[src/rtl/jtm_pkg.sv]
// Shared types for the JTAG master: TAP state encoding, command codes and
// the TAP next-state function. Assumes the standard 16-state TAP graph.
package jtm_pkg;

    typedef enum logic [3:0] {
        TAP_TLR    = 4'd0,
        TAP_RTI    = 4'd1,
        TAP_SEL_DR = 4'd2,
        TAP_CAP_DR = 4'd3,
        TAP_SH_DR  = 4'd4,
        TAP_EX1_DR = 4'd5,
        TAP_PAU_DR = 4'd6,
        TAP_EX2_DR = 4'd7,
        TAP_UPD_DR = 4'd8,
        TAP_SEL_IR = 4'd9,
        TAP_CAP_IR = 4'd10,
        TAP_SH_IR  = 4'd11,
        TAP_EX1_IR = 4'd12,
        TAP_PAU_IR = 4'd13,
        TAP_EX2_IR = 4'd14,
        TAP_UPD_IR = 4'd15
    } tap_st_e;

    localparam logic [2:0] OP_RESET    = 3'd0;
    localparam logic [2:0] OP_CAP_IR   = 3'd1;
    localparam logic [2:0] OP_CAP_DR   = 3'd2;
    localparam logic [2:0] OP_SHIFT_IN = 3'd3;
    localparam logic [2:0] OP_XFER     = 3'd4;
    localparam logic [2:0] OP_IDLE     = 3'd5;

    // Next TAP state given the current one and the TMS level at a rising TCK.
    function automatic tap_st_e tap_next(tap_st_e s, logic m);
        tap_st_e n;
        case (s)
            TAP_TLR:    n = m ? TAP_TLR    : TAP_RTI;
            TAP_RTI:    n = m ? TAP_SEL_DR : TAP_RTI;
            TAP_SEL_DR: n = m ? TAP_SEL_IR : TAP_CAP_DR;
            TAP_CAP_DR: n = m ? TAP_EX1_DR : TAP_SH_DR;
            TAP_SH_DR:  n = m ? TAP_EX1_DR : TAP_SH_DR;
            TAP_EX1_DR: n = m ? TAP_UPD_DR : TAP_PAU_DR;
            TAP_PAU_DR: n = m ? TAP_EX2_DR : TAP_PAU_DR;
            TAP_EX2_DR: n = m ? TAP_UPD_DR : TAP_SH_DR;
            TAP_UPD_DR: n = m ? TAP_SEL_DR : TAP_RTI;
            TAP_SEL_IR: n = m ? TAP_TLR    : TAP_CAP_IR;
            TAP_CAP_IR: n = m ? TAP_EX1_IR : TAP_SH_IR;
            TAP_SH_IR:  n = m ? TAP_EX1_IR : TAP_SH_IR;
            TAP_EX1_IR: n = m ? TAP_UPD_IR : TAP_PAU_IR;
            TAP_PAU_IR: n = m ? TAP_EX2_IR : TAP_PAU_IR;
            TAP_EX2_IR: n = m ? TAP_UPD_IR : TAP_SH_IR;
            default:    n = m ? TAP_SEL_DR : TAP_RTI;
        endcase
        return n;
    endfunction

endpackage

[src/rtl/jtm_clk_div.sv]
// Test-clock divider. While run is high it makes a TCK cycle that starts low
// and changes phase every HALF_DIV system cycles. It flags the system cycle
// in which TCK rises and the one in which it falls. While run is low, TCK
// parks low and the count restarts. Assumes HALF_DIV >= 1.
module jtm_clk_div #(
    parameter int HALF_DIV = 2
) (
    input  logic clk,
    input  logic rst_n,
    input  logic run,
    output logic tck,
    output logic rise_p,
    output logic fall_p
);
    localparam int CW = (HALF_DIV > 1) ? $clog2(HALF_DIV) : 1;
    localparam logic [CW-1:0] LAST = CW'(HALF_DIV - 1);

    logic [CW-1:0] cnt_q;
    logic          phase_q;

    // Half-period counter and TCK phase.
    always_ff @(posedge clk) begin
        if (!rst_n || !run) begin
            cnt_q   <= '0;
            phase_q <= 1'b0;
        end else if (cnt_q == LAST) begin
            cnt_q   <= '0;
            phase_q <= ~phase_q;
        end else begin
            cnt_q <= cnt_q + 1'b1;
        end
    end

    assign tck    = phase_q;
    assign rise_p = run && !phase_q && (cnt_q == LAST);
    assign fall_p = run &&  phase_q && (cnt_q == LAST);


    tck_park_chk: assert property (@(posedge clk) disable iff (!rst_n)
        !run |-> !tck);

    tck_rise_chk: assert property (@(posedge clk) disable iff (!rst_n)
        rise_p |=> tck);

endmodule

[src/rtl/jtm_tap_track.sv]
// TAP state tracker. It copies the target's TAP controller by applying the
// TMS level at every rising TCK edge. Assumes the target sees the same TCK
// and TMS and nothing else moves it.
module jtm_tap_track
    import jtm_pkg::*;
(
    input  logic    clk,
    input  logic    rst_n,
    input  logic    step,
    input  logic    tms,
    output tap_st_e st
);
    // Advance the tracked state on each TCK rise.
    always_ff @(posedge clk) begin
        if (!rst_n)    st <= TAP_TLR;
        else if (step) st <= tap_next(st, tms);
    end


    track_hold_chk: assert property (@(posedge clk) disable iff (!rst_n)
        !step |=> $stable(st));

endmodule

[src/rtl/jtm_seq.sv]
// Command sequencer. It accepts one host command at a time and checks it
// against the tracked TAP state. Each TCK cycle is planned in one system
// cycle (TMS and TDI set up) and then clocked by the divider. TDO is sampled
// as TCK falls. Assumes tap_st mirrors the target.
module jtm_seq
    import jtm_pkg::*;
#(
    parameter int WORD_W = 32,
    parameter int LEN_W  = 6
) (
    input  logic              clk,
    input  logic              rst_n,
    input  logic              cmd_valid,
    input  logic [2:0]        cmd_code,
    input  logic [WORD_W-1:0] cmd_word,
    input  logic [LEN_W-1:0]  cmd_len,
    input  logic              cmd_lsb,
    input  logic              cmd_noend,
    input  logic              cmd_noretidle,
    input  tap_st_e           tap_st,
    input  logic              fall_p,
    input  logic              tdo,
    output logic              run,
    output logic              tms,
    output logic              tdi,
    output logic              busy,
    output logic              done,
    output logic              err,
    output logic [WORD_W-1:0] rd_word
);
    localparam int IDX_W = (WORD_W > 1) ? $clog2(WORD_W) : 1;
    localparam logic [LEN_W-1:0] MAXLEN = LEN_W'(WORD_W);

    typedef enum logic [1:0] {F_IDLE, F_PLAN, F_CLK, F_DONE} fsm_e;

    fsm_e              fsm_q;
    logic [2:0]        op_q;
    logic [WORD_W-1:0] word_q;
    logic [LEN_W-1:0]  len_q;
    logic [LEN_W-1:0]  step_q;
    logic              lsb_q, noend_q, noret_q, err_q;

    logic              legal;
    logic              finished;
    logic [LEN_W-1:0]  tot;
    logic [LEN_W-1:0]  bit_pos;
    logic              data_ph;
    logic              tms_pl, tdi_pl;
    logic              upd_or_idle;

    // Legality of an incoming command against the tracked state.
    always_comb begin
        upd_or_idle = (tap_st == TAP_RTI) || (tap_st == TAP_UPD_DR) ||
                      (tap_st == TAP_UPD_IR);
        case (cmd_code)
            OP_RESET:    legal = 1'b1;
            OP_CAP_IR:   legal = upd_or_idle;
            OP_CAP_DR:   legal = upd_or_idle;
            OP_SHIFT_IN: legal = (tap_st == TAP_CAP_DR) || (tap_st == TAP_CAP_IR);
            OP_XFER:     legal = ((tap_st == TAP_SH_DR) || (tap_st == TAP_SH_IR)) &&
                                 (cmd_len != '0) && (cmd_len <= MAXLEN);
            OP_IDLE:     legal = 1'b1;
            default:     legal = 1'b0;
        endcase
    end

    // Step count of the latched command and the data bit position.
    always_comb begin
        case (op_q)
            OP_RESET:  tot = LEN_W'(5);
            OP_CAP_IR: tot = LEN_W'(3);
            OP_CAP_DR: tot = LEN_W'(2);
            OP_XFER:   tot = len_q + (noend_q ? LEN_W'(0) :
                                      (noret_q ? LEN_W'(1) : LEN_W'(2)));
            default:   tot = LEN_W'(1);
        endcase
        data_ph  = (op_q == OP_XFER) && (step_q < len_q);
        bit_pos  = lsb_q ? step_q : (len_q - 1'b1 - step_q);
        finished = (op_q == OP_IDLE) ? (tap_st == TAP_RTI) : (step_q == tot);
    end

    // TMS and TDI for the next TCK cycle of the latched command.
    always_comb begin
        tdi_pl = 1'b0;
        case (op_q)
            OP_RESET:    tms_pl = 1'b1;
            OP_CAP_IR:   tms_pl = (step_q != LEN_W'(2));
            OP_CAP_DR:   tms_pl = (step_q == '0);
            OP_SHIFT_IN: tms_pl = 1'b0;
            OP_XFER: begin
                if (data_ph) begin
                    tdi_pl = word_q[bit_pos[IDX_W-1:0]];
                    tms_pl = (step_q == len_q - 1'b1) && !noend_q;
                end else begin
                    tms_pl = (step_q == len_q);
                end
            end
            default: begin
                case (tap_st)
                    TAP_SEL_DR, TAP_SEL_IR, TAP_UPD_DR, TAP_UPD_IR, TAP_TLR,
                    TAP_RTI: tms_pl = 1'b0;
                    default: tms_pl = 1'b1;
                endcase
            end
        endcase
    end

    // Command acceptance, per-cycle planning and TDO capture.
    always_ff @(posedge clk) begin
        if (!rst_n) begin
            fsm_q   <= F_IDLE;
            op_q    <= OP_RESET;
            word_q  <= '0;
            len_q   <= '0;
            step_q  <= '0;
            lsb_q   <= 1'b0;
            noend_q <= 1'b0;
            noret_q <= 1'b0;
            err_q   <= 1'b0;
            tms     <= 1'b0;
            tdi     <= 1'b0;
            rd_word <= '0;
        end else begin
            case (fsm_q)
                F_IDLE: if (cmd_valid) begin
                    op_q    <= cmd_code;
                    word_q  <= cmd_word;
                    len_q   <= cmd_len;
                    lsb_q   <= cmd_lsb;
                    noend_q <= cmd_noend;
                    noret_q <= cmd_noend | cmd_noretidle;
                    step_q  <= '0;
                    err_q   <= !legal;
                    fsm_q   <= legal ? F_PLAN : F_DONE;
                    if (legal && cmd_code == OP_XFER) rd_word <= '0;
                end
                F_PLAN: begin
                    if (finished) begin
                        fsm_q <= F_DONE;
                    end else begin
                        tms   <= tms_pl;
                        tdi   <= tdi_pl;
                        fsm_q <= F_CLK;
                    end
                end
                F_CLK: if (fall_p) begin
                    if (data_ph) rd_word[bit_pos[IDX_W-1:0]] <= tdo;
                    step_q <= step_q + 1'b1;
                    fsm_q  <= F_PLAN;
                end
                default: fsm_q <= F_IDLE;
            endcase
        end
    end

    assign run  = (fsm_q == F_CLK);
    assign busy = (fsm_q != F_IDLE);
    assign done = (fsm_q == F_DONE);
    assign err  = done && err_q;


    done_busy_chk: assert property (@(posedge clk) disable iff (!rst_n)
        done |=> !busy);

    err_quiet_chk: assert property (@(posedge clk) disable iff (!rst_n)
        run |-> !err_q);

    reset_lands_chk: assert property (@(posedge clk) disable iff (!rst_n)
        (done && op_q == OP_RESET) |-> tap_st == TAP_TLR);

    capir_lands_chk: assert property (@(posedge clk) disable iff (!rst_n)
        (done && !err_q && op_q == OP_CAP_IR) |-> tap_st == TAP_CAP_IR);

    noend_stays_chk: assert property (@(posedge clk) disable iff (!rst_n)
        (done && !err_q && op_q == OP_XFER && noend_q) |->
        (tap_st == TAP_SH_DR || tap_st == TAP_SH_IR));

    noret_stops_chk: assert property (@(posedge clk) disable iff (!rst_n)
        (done && !err_q && op_q == OP_XFER && noret_q && !noend_q) |->
        (tap_st == TAP_UPD_DR || tap_st == TAP_UPD_IR));

    to_idle_chk: assert property (@(posedge clk) disable iff (!rst_n)
        (done && op_q == OP_IDLE) |-> tap_st == TAP_RTI);

endmodule

[src/rtl/jtm_master.sv]
// JTAG master top. It joins the command sequencer, the TAP state tracker and
// the test-clock divider. Assumes a single target chain driven only by this
// block, and commands applied synchronously to clk.
module jtm_master
    import jtm_pkg::*;
#(
    parameter int WORD_W   = 32,
    parameter int HALF_DIV = 2,
    localparam int LEN_W   = $clog2(WORD_W) + 1
) (
    input  logic              clk,
    input  logic              rst_n,
    input  logic              cmd_valid,
    input  logic [2:0]        cmd_code,
    input  logic [WORD_W-1:0] cmd_word,
    input  logic [LEN_W-1:0]  cmd_len,
    input  logic              cmd_lsb,
    input  logic              cmd_noend,
    input  logic              cmd_noretidle,
    output logic              busy,
    output logic              done,
    output logic              err,
    output logic [WORD_W-1:0] rd_word,
    output logic [3:0]        tap_state,
    output logic              tck,
    output logic              tms,
    output logic              tdi,
    input  logic              tdo
);
    logic    run, rise_p, fall_p;
    tap_st_e st;

    jtm_seq #(.WORD_W(WORD_W), .LEN_W(LEN_W)) seq_i (
        .clk(clk), .rst_n(rst_n), .cmd_valid(cmd_valid), .cmd_code(cmd_code),
        .cmd_word(cmd_word), .cmd_len(cmd_len), .cmd_lsb(cmd_lsb),
        .cmd_noend(cmd_noend), .cmd_noretidle(cmd_noretidle), .tap_st(st),
        .fall_p(fall_p), .tdo(tdo), .run(run), .tms(tms), .tdi(tdi),
        .busy(busy), .done(done), .err(err), .rd_word(rd_word)
    );

    jtm_tap_track track_i (
        .clk(clk), .rst_n(rst_n), .step(rise_p), .tms(tms), .st(st)
    );

    jtm_clk_div #(.HALF_DIV(HALF_DIV)) div_i (
        .clk(clk), .rst_n(rst_n), .run(run), .tck(tck),
        .rise_p(rise_p), .fall_p(fall_p)
    );

    assign tap_state = st;


    tck_busy_chk: assert property (@(posedge clk) disable iff (!rst_n)
        !busy |-> !tck);

    done_pulse_chk: assert property (@(posedge clk) disable iff (!rst_n)
        done |=> !done);

endmodule

[config.mk]
export PLATFORM = sky130hd
export DESIGN_NAME = jtm_master
export DESIGN_NICKNAME = d
export VERILOG_FILES = /design/src/rtl/jtm_pkg.sv /design/src/rtl/jtm_clk_div.sv /design/src/rtl/jtm_tap_track.sv /design/src/rtl/jtm_seq.sv /design/src/rtl/jtm_master.sv
export SDC_FILE = /design/constraint.sdc
export NUM_CORES = 1
export LEC_CHECK = 0
export BUFFER_PORTS_ARGS = -buffer_cell sky130_fd_sc_hd__buf_2
export CAP_MARGIN = 20
export CORE_MARGIN = 2
export CORE_UTILIZATION = 24
export CTS_BUF_LIST = sky130_fd_sc_hd__clkbuf_8 sky130_fd_sc_hd__clkbuf_16
export CTS_CLUSTER_SIZE = 20
export DETAILED_ROUTE_END_ITERATION = 10
export SLEW_MARGIN = 20
export SYNTH_ARGS = -nofsm -noshare
export SYNTH_HDL_FRONTEND = slang
export SYNTH_SLANG_ARGS = --single-unit
export TNS_END_PERCENT = 50
[constraint.sdc]
create_clock -name clk -period 6.3 [get_ports clk]
set_input_delay 0.63 -clock clk [delete_from_list [all_inputs] [get_ports clk]]
set_output_delay 0.63 -clock clk [all_outputs]
set_load 0.005 [all_outputs]
After elaboration in Yosys (flattened, before gate mapping):

Cells that the tools add are included.

* input port bits: 48
* register bits: 93
* output and inout bits: 42
* word-level logic and storage cells: 145

* bitwise operators: 3
* order comparisons: 4
* mux-type cells: 42
* reduce and logical (&&, ||, !) cells: 40
* equality and inequality tests: 36
* add/sub/neg operators: 5

Operator list (count)
* $mux 32: 4
* $pmux 32 s2: 1
* $pmux 4 s11: 1
* $bwmux 32: 1
* $eq 4x4->1 const B: 8
* $pmux 6 s4: 1
* $eq 6x6->1: 3
* $mux 6: 3
* $eq 4x3->1 const B: 4
* $mux 4: 4
* $mux 2: 7
* $eq 3x2->1 const B: 4
* $eq 3x3->1 const B: 4
* $pmux 6 s2: 1
* $logic_and 1x1->1: 11
* $mux 1: 11
* $reduce_or 2->1: 5
* $eq 4x2->1 const B: 2
* $add 6x1->6 const B: 1
* $add 6x6->6: 1
* $eq 3x1->1 const B: 2
* $le 6x6->1 const B: 1
* $logic_not 3->1: 2
* $logic_not 6->1: 1
* other kinds (31): 47

Logic depth before layout (Yosys ltp):

* depth in word-level cells: 11
* depth in mapped cells: 13
* depth with buffers taken out: 11

Cells and area by module:

A second synthesis with hierarchy kept.

* cell total of the unflattened synthesis: 724
* area total of the unflattened synthesis: 5759.3 sq um

By module, submodules not included
* jtm_seq: area each 5320.1 sq um, sequential area each 1741.7 sq um, times used 1, cells an instance 671
* jtm_tap_track: area each 364.1 sq um, sequential area each 80.1 sq um, times used 1, cells an instance 44
* jtm_clk_div: area each 75.1 sq um, sequential area each 40.0 sq um, times used 1, cells an instance 9

Worst setup path after synthesis:

No wires, ideal clock.

* path kind: reg-to-reg
* start point: reg seq_i.len_q[1]
* end point: reg seq_i.tdi
* path slack: 3645 ps
* data required time: 6177 ps
* setup time: 123 ps
* buffers on the path: 1
* arrival time: 2532 ps
* clock period less this slack: 2655 ps
* stages on the path, launching flop included: 13
* path through: dfxtp_1 inv_1 ha_1 inv_1 ha_1 nor2b_1 o21ai_1 mux2_2 or2_0 clkbuf_1 a211o_1 a21oi_1 o32ai_1

* cells in the longest elaborated chain, start to end: 7
* elaborated cells between the ends (all ways): 15
* classes of those cells: add/sub: 3; order compare: 1; eq/ne: 1; mux: 7; bitwise: 1; reduce/logical: 2

Ends and longest elaborated chain
* start: declaration: line jtm_seq.sv:39 `logic [LEN_W-1:0] len_q;`
* start signal: assignment: line jtm_seq.sv:128 `len_q <= cmd_len;`
* $sub 6x1->6: line jtm_seq.sv:78 `bit_pos = lsb_q ? step_q : (len_q - 1'b1 - step_q);`
* $sub 5x5->5: line jtm_seq.sv:78
* $mux 5: line jtm_seq.sv:78
* $bmux 1 s5: line jtm_seq.sv:92 `tdi_pl = word_q[bit_pos[IDX_W-1:0]];`
* $mux 1 (implied by the code): line jtm_seq.sv:92
* $mux 1: line jtm_seq.sv:91 `if (data_ph) begin`
* $mux 1: line jtm_seq.sv:85 `case (op_q)`
* end signal: assignment: line jtm_seq.sv:142 `tdi <= tdi_pl;`
* end: declaration: line jtm_seq.sv:25 `output logic tdi,`

Parallel ways exist; a longest one is shown, timed or not. The select of a mux whose other input is x is not followed.
A chain may end at the register's enable or synchronous reset.

Final worst setup path:

* start point: reg seq_i.step_q[0]
* end point: reg seq_i.rd_word[28]

* cells in the longest elaborated chain, start to end: 10
* elaborated cells between the ends (all ways): 15
* classes of those cells: add/sub: 1; order compare: 3; eq/ne: 1; mux: 7; reduce/logical: 3

Ends and longest elaborated chain
* start: declaration: line jtm_seq.sv:40 `logic [LEN_W-1:0] step_q;`
* start signal: assignment: line jtm_seq.sv:148 `step_q <= step_q + 1'b1;`
* $sub 5x5->5: line jtm_seq.sv:78
* $mux 5: line jtm_seq.sv:78
* $lt 5x6->1 (implied by the code) / $ge 5x1->1 (equally long branches): line jtm_seq.sv:147 `if (data_ph) rd_word[bit_pos[IDX_W-1:0]] <= tdo;`
* $logic_and 1x1->1 (implied by the code): line jtm_seq.sv:147
* $mux 1 (implied by the code): line jtm_seq.sv:147
* $demux 1 s5
* $bwmux 32: line jtm_seq.sv:147
* $mux 32: line jtm_seq.sv:147
* $mux 32: line jtm_seq.sv:146 `F_CLK: if (fall_p) begin`
* $pmux 32 s2: line jtm_seq.sv:124 `case (fsm_q)`
* end signal: indexed assignment: line jtm_seq.sv:147
* end: declaration: line jtm_seq.sv:29 `output logic [WORD_W-1:0] rd_word`

Parallel ways exist; a longest one is shown, timed or not. The select of a mux whose other input is x is not followed.

==> out/summary.txt <==
Flops & latches, synth - 93
Synth Area in Simple Gates - 21.7%
Gpl congestion - 0.801
Final WL - 15900 um
First-pass GRT wire length - 25500 um
Pwr dens - 260 nW/um2
Core Rows - 55
Final cycle utilization of the critical path - 53.8%
Routed len/inst - 15.3 um
Cell Area, Synth - 5550 um2
Max Clock Skew - 0.0127 ns
Dpl hpwl - 11200 um
Startpoint types - flip-flop
Residual DRC - 0
GRT Total Usage - 13.1%
Final Non-Filler Cells - 1038
Critical Path RT - 6.56 ns
Final setup vio count - 0
First-pass DRT Iterations - 5
Worst skew pair latency - 0.36 ns
Slowest stage delay, CP - 0.67 ns
Proportion of layout cells with a drive suffix above 1 - 19.0%
Crit path buf inv count - 2
Leakage - 0.00248 uW
Initial DRC count - 366
Vias in the first global route - 4871
GRT met1 Usage - 17.1%
Setup WS pre-CTS - 2.91 ns
Status - finished, final reports clean
Critical Path Source - seq_i.step_q[0]
Nets - 814
Max-slew violations - 0
WHS Path Cells - 2
Peak VDD IR - 0.132 mV
Final TNS setup - 0 ns
Post-Syn Nets - 763
Layout area overhead - 15.6%
Slowest CP cell - mux2i_2
Reg2reg start - seq_i.step_q[0]
Dpl cells - 1022
Die X - 156 um
H-tree levels - 3
Global route hottest layer - met2
Synth warn - 0
Largest family of logic cells by synthesized area - compound AO/OA/AOI/OAI gates
Met2 GRT Util - 21.0%
Fmax - 295 MHz
Starting Density - 24.5%
Post-CTS setup buffer count - 0
Vias - 5153
Critical Path End Type - flip-flop
Worst slew pin tran - 0.940 ns
Worst relative slew slack - 37.3%
Min setup slack post-route - 2.91 ns
Arr. time, crit path - 3.65 ns
Worst R2R Path Depth - 8
Post-Synth Adder-Cell Area - 4.33%
# fillers - 2410
CTS buffer count - 9
Asr flop ratio synth - 0%
Multiplexer share of the synthesized area - 6.22%
Crit. path cell count - 8
Seq/Total Area, Yosys - 33.5%
Post-DRT Antenna Nets - 0
Most frequent cells in the layout - nand2_1 (126), dfxtp_1 (93), buf_2 (89)
Clk buf depth - 2
Cell family with most CP delay - simple AND/OR/NAND/NOR gates
Routing usage on met3 - 2.39%
Main synth FF type - dfxtp_1
Min cycle time layout - 3.39 ns
CTS Hold Bufs - 0
N_diodes - 0
WS Path Type - flip-flop to flip-flop
Compound-Gate Fraction of Synth Area - 24.1%
Worst-path clk slew - 0.07 ns
Synthesized area per cell - 7.96 um2
Post-synth EDFFs - 0
I/O pin count - 90
Largest net degree at the start of global routing - 54
Worst hold path class - flip-flop to flip-flop
Root Driver - clkbuf_16
Total of max-cap violations - 0
Via density - 4.96
Post-cts resize count - 0
Xor and xnor area share after synthesis - 3.47%
Die height - 156 um
CTS tree - done
Hold Vio Cnt, Final - 0
RSZ-0062 raised after global routing - no
Total gr overflow - 0
Post-synthesis cell type count - 69
Max FO, Critical Path - 11
Most common cell after layout, fill and taps aside - nand2_1
Die area - 24400 um2
Mapped Cells - 697
Antenna violations before repair - 1
Worst path cell trace - inv_1 > ha_1 > mux2i_2 > inv_2 > nor2_1 > nand3_1 > mux2i_1 > o221a_1
Clock sink count - 93
IO buf count - 89
Core area - 22600 um2
HP Start - seq_i.word_q[18]
## kinds of logic (layout without fill, tap and decap cells)
group,after synthesis,in the layout
flip-flops,93,93
buffers and inverters,78,134
XOR/XNOR,22,22
adder cells (fa/ha/maj),18,18
AO/OA/AOI/OAI,211,211
multiplexers,25,25
AND/OR/NAND/NOR,250,250
## routing by layer
layer	vias to the layer above	part of all wire [%]
met2	126	47
met5	-	0.044
li1	2586	-
met1	2407	46
met3	32	3.9
met4	2	2.6
## power by group
| part | total (uW) | switching (uW) | internal, uW |
|---|---|---|---|
| Clock | 570 | 256 | 313 |
| Combinational | 450 | 297 | 152 |
| Sequential | 649 | 33.9 | 615 |
## cell usage after synthesis, drive strengths merged, types with 2 or more instances
| cell | n | share of area (%) |
|---|---|---|
| o31ai | 4 | 0.79 |
| a21oi | 71 | 6.5 |
| and4 | 2 | 0.32 |
| xor2 | 8 | 1.3 |
| nand3 | 14 | 1.3 |
| nor4b | 3 | 0.47 |
| clkbuf | 35 | 2.4 |
| dfxtp | 93 | 34 |
| o221ai | 2 | 0.32 |
| or3 | 2 | 0.25 |
| nand4 | 11 | 1.2 |
| o32ai | 4 | 0.63 |
| inv | 25 | 1.7 |
| o21a | 3 | 0.41 |
| and2 | 6 | 0.68 |
| buf | 18 | 2.5 |
| or2 | 3 | 0.34 |
| mux2 | 3 | 0.61 |
| a31oi | 34 | 3.8 |
| mux4 | 6 | 2.4 |
| o211ai | 17 | 2.3 |
| a211o | 2 | 0.32 |
| nor2 | 40 | 2.7 |
| a211oi | 4 | 0.54 |
| nand2 | 128 | 8.9 |
| a21boi | 5 | 0.68 |
| fa | 2 | 0.72 |
| nand3b | 2 | 0.27 |
| nor3 | 17 | 2.3 |
| o221a | 4 | 0.81 |
| ha | 16 | 3.6 |
| o21ai | 42 | 3.8 |
| and3 | 2 | 0.23 |
| nor3b | 4 | 0.72 |
| mux2i | 16 | 3.2 |
| nand2b | 6 | 0.68 |
| nor2b | 6 | 0.68 |
| xnor2 | 14 | 2.2 |
| a21o | 7 | 0.95 |
## through the flow
step / util (%) / total power [uW] / hold slack [ns] / area [um2]
2_1_floorplan: - / 1020 / 0.432 / 5550
3_3_place_gp: 27.0 / 1100 / 0.441 / 6110
3_5_place_dp: 27.0 / 1110 / 0.445 / 6110
4_1_cts: 28.3 / 1680 / 0.455 / 6420
5_1_grt: 28.3 / 1750 / 0.475 / 6420
6_report: 28.3 / 1670 / 0.452 / 6420
## registers in the layout, indices dropped and copies added (netlist names), 2 cells and up
name	flops
seq_i.rd_word	32
seq_i.step_q	6
seq_i.len_q	6
seq_i.fsm_q	2
seq_i.word_q	32
track_i.st	4
seq_i.op_q	3
## worst min-delay path: cells and delay by family (launching register included)
kind	cells	cell delay, ns
DFF	1	0.31
AOI/OAI and AO/OA	1	0.05
and+or+nand+nor	1	0.05
## cell type report
type                            count  area, um2  area share (%)
Clock buffer                        9        225            3.51
Clock inverter                      7       81.3            1.27
Inverter                           25       93.8            1.46
Multi-Input combinational cell    526       3320            51.8
Sequential cell                    93       1860            29.0
Tap cell                          285        357            5.56
Timing Repair Buffer               93        475            7.41
## worst paths after layout
kind                  endpoint  slack (ns)
min           seq_i.word_q[18]        0.45
min reg2reg   seq_i.word_q[18]        0.45
max reg2reg  seq_i.rd_word[28]        2.91
max          seq_i.rd_word[28]        2.91
Note: power is estimated with default switching activity, not from simulation.
